--- src/rtl/rmii_tx_pkg.sv ---
package rmii_tx_pkg;

  typedef enum logic [1:0] {
    PH_IDLE = 2'd0,
    PH_PRE  = 2'd1,
    PH_SFD  = 2'd2,
    PH_DATA = 2'd3
  } tx_phase_e;

  localparam logic [7:0] PREAMBLE_PATTERN = 8'h55;
  localparam logic [7:0] DELIM_PATTERN    = 8'hD5;

endpackage

--- src/rtl/rmii_tx_ifg_timer.sv ---
module rmii_tx_ifg_timer #(
  parameter int GAP_CYCLES = 48
) (
  input  logic clk,
  input  logic rst_n,
  input  logic busy,
  output logic gap_ok
);
  localparam int CW = (GAP_CYCLES > 1) ? $clog2(GAP_CYCLES) : 1;
  localparam logic [CW-1:0] LIMIT = CW'(GAP_CYCLES - 1);

  logic [CW-1:0] cnt_q, cnt_d;

  always_comb begin
    cnt_d = cnt_q;
    if (busy) begin
      cnt_d = '0;
    end else if (cnt_q != LIMIT) begin
      cnt_d = cnt_q + CW'(1);
    end
  end

  always_ff @(posedge clk or negedge rst_n) begin
    if (!rst_n) begin
      cnt_q <= LIMIT;
    end else begin
      cnt_q <= cnt_d;
    end
  end

  assign gap_ok = (cnt_q == LIMIT);

endmodule

--- src/rtl/rmii_tx_dibit_shifter.sv ---
module rmii_tx_dibit_shifter #(
  parameter int DATA_W = 8
) (
  input  logic              clk,
  input  logic              rst_n,
  input  logic              load,
  input  logic [DATA_W-1:0] load_byte,
  input  logic              shift_en,
  output logic [1:0]        dibit
);
  logic [DATA_W-1:0] sh_q, sh_d;

  always_comb begin
    sh_d = sh_q;
    if (load) begin
      sh_d = load_byte;
    end else if (shift_en) begin
      sh_d = sh_q >> 2;
    end
  end

  always_ff @(posedge clk or negedge rst_n) begin
    if (!rst_n) begin
      sh_q <= '0;
    end else begin
      sh_q <= sh_d;
    end
  end

  assign dibit = sh_q[1:0];

endmodule

--- src/rtl/rmii_tx_frame_fsm.sv ---
module rmii_tx_frame_fsm
  import rmii_tx_pkg::*;
#(
  parameter int                PREAMBLE_BYTES = 7,
  parameter int                DATA_W         = 8,
  parameter logic [DATA_W-1:0] PRE_PATTERN    = PREAMBLE_PATTERN,
  parameter logic [DATA_W-1:0] SFD_PATTERN    = DELIM_PATTERN
) (
  input  logic              clk,
  input  logic              rst_n,
  input  logic              gap_ok,
  input  logic [DATA_W-1:0] in_data,
  input  logic              in_valid,
  input  logic              in_sof,
  input  logic              in_eof,
  output logic              in_ready,
  output logic              active,
  output logic              load,
  output logic [DATA_W-1:0] load_byte,
  output logic              shift_en,
  output logic              underrun_flag
);
  localparam int DIBITS = DATA_W / 2;
  localparam int DC_W   = (DIBITS > 1) ? $clog2(DIBITS) : 1;
  localparam int PC_W   = $clog2(PREAMBLE_BYTES + 1);
  localparam logic [DC_W-1:0] DC_LAST = DC_W'(DIBITS - 1);
  localparam logic [PC_W-1:0] PC_LAST = PC_W'(PREAMBLE_BYTES - 1);

  tx_phase_e       phase_q, phase_d;
  logic [DC_W-1:0] dcnt_q, dcnt_d;
  logic [PC_W-1:0] pcnt_q, pcnt_d;
  logic            last_q, last_d;
  logic            urun_q, urun_d;
  logic            byte_end;

  assign byte_end = (dcnt_q == DC_LAST);

  always_comb begin
    phase_d   = phase_q;
    dcnt_d    = dcnt_q;
    pcnt_d    = pcnt_q;
    last_d    = last_q;
    urun_d    = urun_q;
    load      = 1'b0;
    load_byte = '0;
    shift_en  = 1'b0;
    in_ready  = 1'b0;
    case (phase_q)
      PH_IDLE: begin
        if (gap_ok && in_valid && in_sof) begin
          phase_d   = PH_PRE;
          dcnt_d    = '0;
          pcnt_d    = '0;
          last_d    = 1'b0;
          load      = 1'b1;
          load_byte = PRE_PATTERN;
        end
      end
      PH_PRE: begin
        if (byte_end) begin
          dcnt_d = '0;
          load   = 1'b1;
          if (pcnt_q == PC_LAST) begin
            phase_d   = PH_SFD;
            load_byte = SFD_PATTERN;
          end else begin
            pcnt_d    = pcnt_q + PC_W'(1);
            load_byte = PRE_PATTERN;
          end
        end else begin
          dcnt_d   = dcnt_q + DC_W'(1);
          shift_en = 1'b1;
        end
      end
      default: begin
        if (byte_end) begin
          dcnt_d = '0;
          if (phase_q == PH_DATA && last_q) begin
            phase_d = PH_IDLE;
          end else begin
            in_ready = 1'b1;
            if (in_valid) begin
              phase_d   = PH_DATA;
              load      = 1'b1;
              load_byte = in_data;
              last_d    = in_eof;
            end else begin
              phase_d = PH_IDLE;
              urun_d  = 1'b1;
            end
          end
        end else begin
          dcnt_d   = dcnt_q + DC_W'(1);
          shift_en = 1'b1;
        end
      end
    endcase
  end

  always_ff @(posedge clk or negedge rst_n) begin
    if (!rst_n) begin
      phase_q <= PH_IDLE;
      dcnt_q  <= '0;
      pcnt_q  <= '0;
      last_q  <= 1'b0;
      urun_q  <= 1'b0;
    end else begin
      phase_q <= phase_d;
      dcnt_q  <= dcnt_d;
      pcnt_q  <= pcnt_d;
      last_q  <= last_d;
      urun_q  <= urun_d;
    end
  end

  assign active        = (phase_q != PH_IDLE);
  assign underrun_flag = urun_q;


  ready_single_pulse_chk: assert property (@(posedge clk) disable iff (!rst_n)
    in_ready |=> !in_ready);


  ready_inside_frame_chk: assert property (@(posedge clk) disable iff (!rst_n)
    in_ready |-> active);


  release_on_boundary_chk: assert property (@(posedge clk) disable iff (!rst_n)
    $fell(active) |-> $past(byte_end));


  underrun_sticky_chk: assert property (@(posedge clk) disable iff (!rst_n)
    urun_q |=> urun_q);

endmodule

--- src/rtl/rmii_tx_serializer.sv ---
module rmii_tx_serializer
  import rmii_tx_pkg::*;
#(
  parameter int DATA_W         = 8,
  parameter int PREAMBLE_BYTES = 7,
  parameter int GAP_CYCLES     = 48
) (
  input  logic              clk_ref,
  input  logic              rst_n,
  input  logic [DATA_W-1:0] in_data,
  input  logic              in_valid,
  input  logic              in_sof,
  input  logic              in_eof,
  output logic              in_ready,
  output logic              tx_en,
  output logic [1:0]        txd,
  output logic              underrun_flag
);
  localparam logic [DATA_W-1:0] PRE_W = DATA_W'(PREAMBLE_PATTERN);
  localparam logic [DATA_W-1:0] SFD_W = DATA_W'(DELIM_PATTERN);

  logic              gap_ok;
  logic              active;
  logic              load;
  logic [DATA_W-1:0] load_byte;
  logic              shift_en;
  logic [1:0]        dibit;

  rmii_tx_ifg_timer #(
    .GAP_CYCLES(GAP_CYCLES)
  ) ifg_i (
    .clk    (clk_ref),
    .rst_n  (rst_n),
    .busy   (active),
    .gap_ok (gap_ok)
  );

  rmii_tx_frame_fsm #(
    .PREAMBLE_BYTES(PREAMBLE_BYTES),
    .DATA_W        (DATA_W),
    .PRE_PATTERN   (PRE_W),
    .SFD_PATTERN   (SFD_W)
  ) fsm_i (
    .clk           (clk_ref),
    .rst_n         (rst_n),
    .gap_ok        (gap_ok),
    .in_data       (in_data),
    .in_valid      (in_valid),
    .in_sof        (in_sof),
    .in_eof        (in_eof),
    .in_ready      (in_ready),
    .active        (active),
    .load          (load),
    .load_byte     (load_byte),
    .shift_en      (shift_en),
    .underrun_flag (underrun_flag)
  );

  rmii_tx_dibit_shifter #(
    .DATA_W(DATA_W)
  ) shift_i (
    .clk       (clk_ref),
    .rst_n     (rst_n),
    .load      (load),
    .load_byte (load_byte),
    .shift_en  (shift_en),
    .dibit     (dibit)
  );

  assign tx_en = active;
  assign txd   = active ? dibit : 2'b00;


  gap_before_start_chk: assert property (@(posedge clk_ref) disable iff (!rst_n)
    $rose(tx_en) |-> $past(gap_ok));


  first_preamble_dibit_chk: assert property (@(posedge clk_ref) disable iff (!rst_n)
    $rose(tx_en) |-> (txd == PRE_W[1:0]));

endmodule

--- config.mk ---
export PLATFORM = sky130hd
export DESIGN_NAME = rmii_tx_serializer
export DESIGN_NICKNAME = d
export VERILOG_FILES = /design/src/rtl/rmii_tx_pkg.sv /design/src/rtl/rmii_tx_ifg_timer.sv /design/src/rtl/rmii_tx_dibit_shifter.sv /design/src/rtl/rmii_tx_frame_fsm.sv /design/src/rtl/rmii_tx_serializer.sv
export SDC_FILE = /design/constraint.sdc
export NUM_CORES = 1
export LEC_CHECK = 0
export ABC_AREA = 1
export BUFFER_PORTS_ARGS = -buffer_cell sky130_fd_sc_hd__buf_2
export CAP_MARGIN = 20
export CELL_PAD_IN_SITES_DETAIL_PLACEMENT = 1
export CELL_PAD_IN_SITES_GLOBAL_PLACEMENT = 1
export CORE_MARGIN = 2
export CORE_UTILIZATION = 37
export DETAILED_ROUTE_END_ITERATION = 10
export PLACE_DENSITY = 0.75
export SYNTH_ARGS = -nofsm -noshare
export SYNTH_HDL_FRONTEND = slang
export SYNTH_SLANG_ARGS = --single-unit
--- constraint.sdc ---
create_clock -name clk_ref -period 1.4 [get_ports clk_ref]
set_input_delay 0.21 -clock clk_ref [delete_from_list [all_inputs] [get_ports clk_ref]]
set_output_delay 0.21 -clock clk_ref [all_outputs]
set_load 0.05 [all_outputs]
==> Word-level counts from Yosys, hierarchy flattened <==
Index checks and enable logic that the tools add are counted.
{ "totals": {"latch_bits": 0, "mem_bits_rw": 0, "elab_cells": 82, "mem_bits_ro": 0, "out_inout_bits": 5, "reg_bits": 23, "in_bits": 13, "n_memories": 0} }
{ "classes": {"n_mul": 0, "mux": 42, "n_addsub": 3, "shifts": 0, "order_cmp": 0, "n_eq_ne": 11, "n_reduce_logical": 15, "div": 0, "n_bitwise": 4} }
{ "op_table": {"columns": ["operator", "count"], "rows": [
  ["two-way mux 8 bit", 7],
  ["two-way mux 2 bit", 10],
  ["one-hot mux 8 bit (2 select lines)", 1],
  ["two-way mux 1 bit", 14],
  ["two-way mux 6 bit", 2],
  ["AND reduction 4 bit", 3],
  ["nonzero test 2 bit", 6],
  ["two-way mux 3 bit", 3],
  ["two-way mux 7 bit", 1],
  ["adder 6 x 1 -> 6 bit (second input constant)", 1],
  ["equality test 6 bit (second input constant)", 1],
  ["inequality test 2 x 1 -> 1 bit (second input constant)", 3],
  ["inequality test 6 bit (second input constant)", 1],
  ["one-hot mux 3 bit (2 select lines)", 1],
  ["AND reduction 5 bit", 1],
  ["equality test 2 bit (second input constant)", 2],
  ["inequality test 2 bit (second input constant)", 2],
  ["NOT 1 bit", 4],
  ["one-hot mux 1 bit (2 select lines)", 2],
  ["one-hot mux 2 bit (2 select lines)", 1],
  ["adder 3 x 1 -> 3 bit (second input constant)", 1],
  ["equality test 3 bit (second input constant)", 1],
  ["logical AND 1 bit", 3],
  ["adder 2 x 1 -> 2 bit (second input constant)", 1],
  ["other kinds (3)", 3]
]} }

==> Longest topological paths before layout <==
Gate-level depths: netlist (run 1).
{ "depth": {"word_depth": 6, "mapped_depth": 9, "depth_no_buf": 9} }

==> Modules after synthesis <==
Synthesis (run 1) repeated with hierarchy kept, for this count alone.
{ "hier_totals": {"cells_unflattened": 185, "hier_area_um2": 1403.8} }
{ "modules_own_cells": {"columns": ["mod", "area_per_inst_um2", "cells_per_inst", "n_inst"], "rows": [
  ["rmii_tx_frame_fsm", 666.9, 96, 1],
  ["rmii_tx_dibit_shifter", 369.1, 43, 1],
  ["rmii_tx_ifg_timer", 352.8, 42, 1],
  ["rmii_tx_serializer", 15.0, 4, 1]
]} }

==> Worst setup path after synthesis (run 1) <==
No wires, ideal clock.
{ "synth_path": {"path_type": "flip-flop to flip-flop", "start": "register ifg_i.cnt_q[0]", "end": "register fsm_i.pcnt_q[0]", "required_time_ps": 1278, "synth_period_minus_slack_ps": 1506, "setup_ps": 122, "t_arrival_ps": 1385, "slack_ps": -106, "path_stages_with_launch": 9, "cell_sequence": "dfstp_2 > ha_1 > nand2_1 > nor2_4 > nand3_1 > nand2_1 > nand2_1 > nand2_1 > o21ai_1"} }
{ "synth_via": {"elab_chain_len": 5} }
{ "synth_rtl": {"columns": ["element", "line_no", "rtl"], "rows": [
  ["start: declaration", "rmii_tx_ifg_timer.sv:12", "logic [CW-1:0] cnt_q, cnt_d;"],
  ["start signal: assignment", "rmii_tx_ifg_timer.sv:27", "cnt_q <= cnt_d;"],
  ["equality test 6 bit", "rmii_tx_ifg_timer.sv:31", "assign gap_ok = (cnt_q == LIMIT);"],
  ["logical AND 1 bit (2 in series)", "rmii_tx_frame_fsm.sv:50", "if (gap_ok && in_valid && in_sof) begin"],
  ["inequality test 2 x 1 -> 1 bit (no line)", null, null],
  ["AND reduction 4 bit (no line)", null, null],
  ["end signal: assignment", "rmii_tx_frame_fsm.sv:110", "pcnt_q <= pcnt_d;"],
  ["end: declaration", "rmii_tx_frame_fsm.sv:31", "logic [PC_W-1:0] pcnt_q, pcnt_d;"]
]} }
Every way passes these cells.
A chain may end at the register's enable or synchronous reset.

==> Worst setup path after layout (run 1) <==
{ "layout_path": {"start": "register fsm_i.dcnt_q[0]", "end": "output in_ready"} }
{ "layout_via": {"elab_chain_len": 3} }
{ "layout_rtl": {"columns": ["element", "line_no", "rtl"], "rows": [
  ["start: declaration", "rmii_tx_frame_fsm.sv:30", "logic [DC_W-1:0] dcnt_q, dcnt_d;"],
  ["start signal: assignment", "rmii_tx_frame_fsm.sv:109", "dcnt_q <= dcnt_d;"],
  ["equality test 2 bit", "rmii_tx_frame_fsm.sv:36", "assign byte_end = (dcnt_q == DC_LAST);"],
  ["two-way mux 1 bit", "rmii_tx_frame_fsm.sv:76", "if (byte_end) begin"],
  ["two-way mux 1 bit", "rmii_tx_frame_fsm.sv:48", "case (phase_q)"],
  ["end: declaration", "rmii_tx_serializer.sv:14", "output logic in_ready,"]
]} }
Every way passes these cells.

==> results of run 1 <==
==> worst max-delay path by stage <==
| stage | start | to | slack (ps) | cells past startpoint |
|---|---|---|---|---|
| floorplan | ifg_i.cnt_q[1] | fsm_i.last_q | -60 | 8 |
| global placement | ifg_i.cnt_q[1] | fsm_i.last_q | -100 | 8 |
| detailed placement | ifg_i.cnt_q[1] | fsm_i.last_q | -160 | 8 |
| CTS | fsm_i.dcnt_q[1] | in_ready | -230 | 7 |
| global route | ifg_i.cnt_q[1] | fsm_i.last_q | -310 | 8 |
| finish | fsm_i.dcnt_q[0] | in_ready | -240 | 7 |
==> logic make-up after synthesis <==
family | count (synthesis)
xor+xnor | 1
fa+ha+maj | 4
compound gates | 21
flops | 23
buf+inv | 21
simple gates | 93
==> worst reg2reg max path, delay by kind of cell (launching register included) <==
kind,cells,cell delay (ps)
AOI/OAI and AO/OA,1,70
adders and majority gates,1,150
DFF,1,580
and+or+nand+nor,6,730
==> layout by cell type, fill, tap and decap left out, types with 2 or more instances in the layout <==
cell,count
a21oi_1,2
a31oi_1,2
buf_2,13
buf_4,30
buf_6,12
clkbuf_4,3
dfrtp_1,16
dfrtp_2,2
dfstp_2,5
ha_1,2
ha_4,2
inv_1,11
inv_2,6
inv_4,2
nand2_1,44
nand2_2,8
nand2_4,5
nand3_1,4
nand3_2,4
nand3_4,3
nand4_1,5
nand4_4,2
nor2_1,7
nor2_2,4
nor2_4,4
o21ai_0,3
o21ai_1,9
o21bai_1,2
==> sequential cells by signal, summed over array words and instances (netlist names) <==
register             cells
fsm_i.dcnt_q             2
fsm_i.last_q             1
shift_i.sh_q             8
fsm_i.phase_q            2
fsm_i.underrun_flag      1
fsm_i.pcnt_q             3
ifg_i.cnt_q              6
==> layer usage <==
layer	up-vias	GRT usage [%]	share of wire, %	routed length (microns)
met5	-	0	0	0
met4	0	5.83	2.2	104
met3	10	2.32	3.2	151
met2	33	43.6	52	2430
met1	695	26.4	43	1990
li1	663	-	-	-
==> metrics by stage <==
stage | setup WS [ps] | total power, W | util (%) | hold WS [ps] | instances
after floorplan | -61.6 | 0.00105 | - | -85.6 | 163
after global placement | -104 | 0.00119 | 47.8 | 220 | 244
after detailed placement | -158 | 0.00121 | 47.8 | 229 | 244
after CTS | -226 | 0.00167 | 56.9 | 109 | 264
after global routing | -314 | 0.00189 | 61.5 | 111 | 272
final | -241 | 0.00179 | 61.5 | 94.6 | 272
==> final cells by class <==
class | count | area, sq um | area share, %
timing repair buffer | 58 | 470 | 22.9
sequential | 23 | 584 | 28.5
inverter | 20 | 81.3 | 3.96
tap | 46 | 57.6 | 2.80
clock buffer | 4 | 26.3 | 1.28
multi-input combinational | 121 | 832 | 40.5
==> power breakdown <==
group          internal [W]  switching [W]
logic              0.000299       0.000393
registers          0.000721      0.0000355
clock network      0.000112       0.000226
total               0.00113       0.000654
==> what timing repair did <==
item                       in CTS  in global routing
setup endpoints to repair      23                 25
pin swaps                      14                 16
buffers inserted               13                 10
resized for setup              41                 21
hold buffers                    1                  0
hold endpoints to repair       18                  0
gates cloned                    2                  0
==> metrics.txt, run 1 <==
Worst Hold Launch=in_data[6]; Synth Area per Inst=between 7 and 8 sq um; startpoint types=register; Core ar.=3340 sq um; GP Congestion=0.848; Remaining DRCs=0; Clock Skew=5.16 ps; Worst path slowest cell=dfrtp_1; Buffers on Ports=17; Synth top area share=a little over a third; Final min period=about 1600 ps; final worst setup slack=-241 ps; initial drt markers=just under 70; CP peak stage delay=between 400 and 500 ps; most numerous cell in the Yosys netlist=nand2_1; Skew-Pair Late Insertion Delay=between 300 and 400 ps; Post-Synth XOR/XNOR Area=0.677%; Worst Hold Endpoint=shift_i.sh_q[6]; Die Y=roughly 63 microns; Root Buffer=clkbuf_4; main combinational cell family by area after synthesis=simple AND/OR/NAND/NOR gates; TritonCTS clock tree=built; Setup TNS=-3550 ps; Post-synth EDFFs=0; worst vdd ir=0.446 mV; required time of the critical path=about 1200 ps; largest net degree at the start of global routing=24; All-Layer GR Usage=22.6%; post-route cell area=between 2000 and 2500 sq um; vias per inst=between 5 and 6; commonest cells in the synthesized netlist=nand2_1 (57), dfrtp_1 (18), inv_1 (12); crit path DAT=~1400 ps; final critical-path share of the clock period=117%; via count=1401; pwr dens=between 800 and 900 nW/um^2; Overflow after GRT=0; status=finished with violations; post-place instance area=about 1600 sq um; WL final=approximately 4700 microns; multiplexer share of the synthesized area=0%; library cells used by synthesis=26; Rows=21; cts bufs inserted=3; Final Slew Violations=0; Post-Synthesis Cell Area=between 1000 and 1500 sq um; vias in the first global route=~1500; Reg clk slew, reported paths=about 140 ps; CP max FO=2; Synth area leaders=dfrtp_1 (35%), nand2_1 (17%), dfstp_2 (10%), ha_1 (3.9%), inv_1 (3.5%); async set or reset register ratio after synthesis=between 90% and 100%; IO Pins=18; Post-DRT Antenna Nets=0; first-pass iteration count of the detailed router=4; Yosys top cell by area=dfrtp_1; fmax=a little over 0.6 GHz; fillers=398; Post-DP HPWL=2460 microns; CTS H-tree lvls=1; Post-Synth Adder-Cell Area=approximately 3.9%; antenna cells=0; Main synth FF type=dfrtp_1; Post-Synth Simple-Gate Area=about a third; layout cells sized above 1=51.3%; crit-path most repeated cell=nand2_4; FF-to-FF Start=ifg_i.cnt_q[1]; Initial Util=between 30 and 40%; cells along the critical path=ha_4, nand2_4, inv_4, buf_6, nand2_4, inv_2, buf_8; Slew headroom=a little under two thirds; DR WL/cell=between 15 and 20 microns; initial antenna violation count=0; Crit. End Element=primary output; maxcap violations=0; Post-Syn Nets=180; Crit path max-delay family=flip-flops; yosys warns=0; die width=about 63 microns; final setup fails=23; Buf/Inv on CP=4; area grow syn2layout=58.6%; WS Path Type=register to primary output; Synth Area in Compound Gates=about 8.7%; RSZ-0062 raised after global routing=true; first-pass GRT wire length=7200 microns; Worst R2R Path Depth=8; FF-to-FF setup slack=-230 ps; Net count, final=~240; CTS sink cnt=23; share of the yosys chip area belonging to registers=45.0%; Leak=about 1 nW; RR Endpoint=fsm_i.last_q; Hold Crit Class=input port to register; die area=about 4000 sq um; Worst Hold Depth=3; count of final hold-check violations=0; cells after synthesis=163; Longest Clk Path Bufs=2; worst slew pin tran=549 ps; number of synthesized register bits=23; failing checks=negative setup slack
(Power assumes the default switching activity.)
==> inputs of run 2 (changes only) <==
- CTS_BUF_LIST: not set -> sky130_fd_sc_hd__clkbuf_8
==> metrics.txt, run 2 (synthesis results as in run 1) <==
Hold Crit Class=input port to register; via count=1343 (-4.1%); failing checks=negative setup slack; Overflow after GRT=0 (unchanged); Post-DRT Antenna Nets=0 (unchanged); grt met2 use=42.0% (-1.6 points); Reg clk slew, reported paths=90 ps (-50 ps); die area=3990 sq um (unchanged); Slew headroom=64.6% (+1.3 points); FF-to-FF setup slack=-260 ps (-30 ps); final critical-path share of the clock period=118% (+1.1 points); Worst Hold Endpoint=shift_i.sh_q[6]; Remaining DRCs=0 (unchanged); Worst Hold Depth=3 (unchanged); Final min period=1660 ps (+16.0 ps); final worst setup slack=-257 ps (-16.0 ps); required time of the critical path=1560 ps (+370 ps); Post-DP HPWL=2460 microns (unchanged); GP Congestion=0.848 (unchanged); TritonCTS clock tree=built; commonest non-fill, non-tap cell in the layout=nand2_1; CP max FO=4 (+2); post-place instance area=1600 sq um (unchanged); max FFs per register=8 (unchanged); Clock Skew=8.69 ps (+3.53 ps); Worst R2R Path Depth=8 (unchanged); Worst Hold Launch=in_data[6]; maxcap violations=0 (unchanged); Longest Clk Path Bufs=2 (unchanged); final setup fails=25 (+8.7%); worst vdd ir=0.430 mV (-3.5%); Leak=0.989 nW (-1.6%); cts bufs inserted=3 (unchanged); FF-to-FF Start=ifg_i.cnt_q[0]; Buffers on Ports=17 (unchanged); All-Layer GR Usage=22.7% (+0.050 points); CTS H-tree lvls=1 (unchanged); first-pass GRT wire length=7180 microns (-0.29%); DR WL/cell=16.9 microns (-1.6%); crit path DAT=1820 ps (+390 ps); Die Y=63.1 microns (unchanged); met3 usage=3.04% (+0.71 points); Final Slew Violations=0 (unchanged); first-pass iteration count of the detailed router=4 (unchanged); Reg with most FFs=shift_i.sh_q; Core ar.=3340 sq um (unchanged); worst slew pin tran=530 ps (-19.1 ps); most frequent cells in the layout=nand2_1 (43), buf_4 (30), dfrtp_1 (16); startpoint types=register; area grow syn2layout=57.0%; WL final=4550 microns (-2.7%); post-route cell area=2030 sq um (-1.0%); top flop regs=shift_i.sh_q x8, ifg_i.cnt_q x6, fsm_i.pcnt_q x3; vias in the first global route=1561 (+0.97%); initial drt markers=56 (-18%); vias per inst=4.99 (-3.1%); CTS sink cnt=23 (unchanged); fmax=0.603 GHz (-0.97%); count of final hold-check violations=0 (unchanged); final hold slack=167 ps (+72.7 ps); Root Buffer=clkbuf_8; grt peak-use layer=met2; largest net degree at the start of global routing=24 (unchanged); Rows=21 (unchanged); Skew-Pair Late Insertion Delay=270 ps (-50 ps); pwr dens=911 nW/um^2 (+4.7%); RR Endpoint=fsm_i.last_q; Finished Core Util=60.9% (-0.64 points); Crit. End Element=register; RSZ-0062 raised after global routing=true; Net count, final=241 (-1.2%); antenna cells=0 (unchanged); Setup TNS=-4140 ps (-592 ps); total power=0.00185 W (+3.6%); die width=63.1 microns (unchanged); initial antenna violation count=0 (unchanged); Initial Util=38.8% (unchanged); WS Path Type=register to register; GRT met1 Usage=26.7% (+0.25 points); IO Pins=18 (unchanged); status=finished with violations; layout cells sized above 1=52.0% (+0.69 points)
run 2: changes by cell type in the layout (fill, tap and decap cells not counted), moves of 2 or more:
cell      delta
buf_6        -2
inv_2        -2
clkbuf_8     +3
o21ai_1      -5
o21ai_2      +4
clkbuf_4     -3
inv_4        +2
run 2: worst max-delay path, stage by stage (launching register included):
cell and delay, ps:
dfstp_2 570, ha_4 160, nand2_4 50, nor2_4 180, nand3_4 110, nand2_4 110, nand4_1 180, nand2_1 110
o21ai_1 70
run 2: power breakdown:
group          leakage, nW  switching (W)  internal (W)
Sequential           0.275      0.0000350      0.000720
Combinational        0.687       0.000390      0.000280
Clock               0.0269       0.000228      0.000196
Total                0.989       0.000654       0.00120
run 2: layout make-up:
class	instances	area, sq um
Sequential cell	23	584
Tap cell	46	57.6
Inverter	20	86.3
Multi-Input combinational cell	121	830
Clock inverter	1	3.75
Clock buffer	3	41.3
Timing Repair Buffer	55	428
Fill cell	411	1310
run 2: how the worst max path moves through the flow:
stage | start | to | slack, ps | depth (start not counted)
finish | ifg_i.cnt_q[0] | fsm_i.last_q | -260 | 8
global route | ifg_i.cnt_q[0] | fsm_i.last_q | -340 | 8
CTS | fsm_i.dcnt_q[1] | in_ready | -150 | 7
detailed placement | ifg_i.cnt_q[1] | fsm_i.last_q | -160 | 8
global placement | ifg_i.cnt_q[1] | fsm_i.last_q | -100 | 8
floorplan | ifg_i.cnt_q[1] | fsm_i.last_q | -60 | 8
run 2: repair_timing:
item / 4_1_cts / 5_1_grt
endpoints found under the hold margin: 18 / 0
hold buffers: 1 / 0
setup endpoints to repair: 22 / 25
buffers inserted: 12 / 7
gates resized for setup: 30 / 32
gates cloned: 2 / 0
pin swaps: 10 / 14
run 2: per-layer routing:
layer | routed length, microns | vias up
met4 | 12 | 0
met3 | 65 | 2
met1 | 2020 | 674
li1 | - | 657
met2 | 2450 | 10
met5 | 0 | -
run 2: per-stage QoR:
stage / cells / setup WS, ps
after floorplan: 163 / -61.6
after global placement: 244 / -104
after detailed placement: 244 / -158
after CTS: 263 / -153
after global routing: 269 / -342
final: 269 / -257
==> inputs of run 3 (changes only) <==
- PLACE_DENSITY: 0.75 -> 0.78
==> metrics.txt, run 3 (synthesis results as in run 1) <==
vias in the first global route=1468 (-6.0%); Slew headroom=65.0% (+0.37 points); Leak=0.968 nW (-2.1%); Worst R2R Path Depth=9 (+1); final critical-path share of the clock period=121% (+2.3 points); pwr dens=949 nW/um^2 (+4.1%); initial drt markers=27 (-52%); final setup fails=25 (unchanged); CP max FO=6 (+2); Rows=21 (unchanged); WS Path Type=register to register; post-place instance area=1570 sq um (-1.4%); max FFs per register=8 (unchanged); Clock Skew=3.54 ps (-5.16 ps); WL final=4640 microns (+1.8%); Skew-Pair Late Insertion Delay=290 ps (+20 ps); Longest Clk Path Bufs=2 (unchanged); startpoint types=register; post-route cell area=1990 sq um (-2.1%); TritonCTS clock tree=built; Post-DP HPWL=2620 microns (+6.5%); initial antenna violation count=0 (unchanged); commonest non-fill, non-tap cell in the layout=nand2_1; die width=63.1 microns (unchanged); die area=3990 sq um (unchanged); All-Layer GR Usage=23.3% (+0.59 points); final hold slack=139 ps (-28.2 ps); CTS sink cnt=23 (unchanged); Hold Crit Class=input port to register; Worst Hold Depth=3 (unchanged); Finished Core Util=59.6% (-1.3 points); cts bufs inserted=3 (unchanged); antenna cells=0 (unchanged); status=finished with violations; most frequent cells in the layout=nand2_1 (37), buf_4 (30), dfrtp_1 (16); Initial Util=38.8% (unchanged); worst slew pin tran=525 ps (-5.55 ps); IO Pins=18 (unchanged); Reg clk slew, reported paths=90 ps (about the same); failing checks=negative setup slack; fillers=414 (+0.73%); maxcap violations=0 (unchanged); layout cells sized above 1=52.1% (about the same); vias per inst=5.07 (+1.6%); count of final hold-check violations=0 (unchanged); Final min period=1690 ps (+31.8 ps); GP Congestion=0.800 (-5.8%); Net count, final=237 (-1.7%); largest net degree at the start of global routing=24 (unchanged); fmax=0.592 GHz (-1.9%); Overflow after GRT=0 (unchanged); RSZ-0062 raised after global routing=true; Remaining DRCs=0 (unchanged); Buffers on Ports=17 (unchanged); Die Y=63.1 microns (unchanged); final worst setup slack=-289 ps (-31.8 ps); Core ar.=3340 sq um (unchanged); first-pass iteration count of the detailed router=4 (unchanged); Final Slew Violations=0 (unchanged); Reg with most FFs=shift_i.sh_q; via count=1344 (+0.074%); worst vdd ir=0.488 mV (+13%); top flop regs=shift_i.sh_q x8, ifg_i.cnt_q x6, fsm_i.pcnt_q x3; required time of the critical path=1630 ps (+70 ps); DR WL/cell=17.5 microns (+3.4%); Root Buffer=clkbuf_8; first-pass GRT wire length=7060 microns (-1.7%); CTS H-tree lvls=1 (unchanged); Crit. End Element=register; Post-DRT Antenna Nets=0 (unchanged); area grow syn2layout=53.7%; crit path DAT=1920 ps (+100 ps)
[run 3: changes by cell type in the layout (fill, tap and decap cells not counted), moves of 2 or more]
cell,previous run,this run
nand2_1,43,37
nand2_2,9,14
buf_6,10,7
o21ai_1,4,7
nand2_4,5,7
nand3_1,4,6
nand3_2,3,1
o21ai_0,4,2
[run 3: stage by stage]
| stage | worst slack (ps) | setup TNS [ps] | power [W] | instances |
|---|---|---|---|---|
| CTS | -182 | -1750 | 0.00174 | 255 |
| global placement | -86.7 | -962 | 0.00118 | 241 |
| floorplan | -61.6 | -328 | 0.00105 | 163 |
| finish | -289 | -4440 | 0.00189 | 265 |
| global route | -377 | -6350 | 0.00199 | 265 |
| detailed placement | -162 | -1860 | 0.00121 | 241 |
[run 3: worst paths after layout]
kind                                           from                   to  slack, ps
worst max-delay path                 ifg_i.cnt_q[0]      shift_i.sh_q[4]       -290
worst min-delay path                     in_data[6]      shift_i.sh_q[6]        140
worst max register to register       ifg_i.cnt_q[0]      shift_i.sh_q[4]       -290
worst min register to register  fsm_i.underrun_flag  fsm_i.underrun_flag        480
max in group asynchronous                     rst_n     fsm_i.phase_q[0]        590
min in group asynchronous                     rst_n  fsm_i.underrun_flag        420
[run 3: critical path, stage by stage (launching register included)]
cell	delay, ps
dfstp_2	570
ha_4	160
nand2_4	50
nor2_4	190
nand4_4	210
nand2_4	150
inv_4	50
nand3_1	90
nand2_1	80
nand2_1	60
[run 3: what timing repair did]
action | 4_1_cts | 5_1_grt
hold buffers | 1 | 0
resized for setup | 34 | 30
gates cloned | 1 | 0
endpoints found under the hold margin | 18 | 0
buffers inserted | 9 | 10
pin swaps | 12 | 10
endpoints found under the setup margin | 20 | 23
[run 3: report_power, final]
| group | internal [W] | total, W | switching [W] | leakage (nW) |
|---|---|---|---|---|
| Sequential | 0.000720 | 0.000754 | 0.0000340 | 0.275 |
| Clock | 0.000198 | 0.000447 | 0.000249 | 0.0269 |
| Combinational | 0.000281 | 0.000685 | 0.000404 | 0.667 |
| Total | 0.00120 | 0.00189 | 0.000687 | 0.968 |
[run 3: cell type report]
cell class	instances	area, sq um	area share (%)
tap	46	57.6	2.89
timing repair buffer	52	394	19.8
inverter	20	86.3	4.34
sequential	23	584	29.4
multi-input combinational	120	821	41.3
clock buffer	3	41.3	2.08
clock inverter	1	3.75	0.189
[run 3: per-layer routing]
metal	vias up	share of wire, %	track usage, %	wire, microns
met2	21	54	43.5	2520
met3	13	2.2	4.82	102
li1	641	-	-	-
met5	-	0	0	0
met1	669	40	25.6	1870
met4	0	3.0	8.89	140
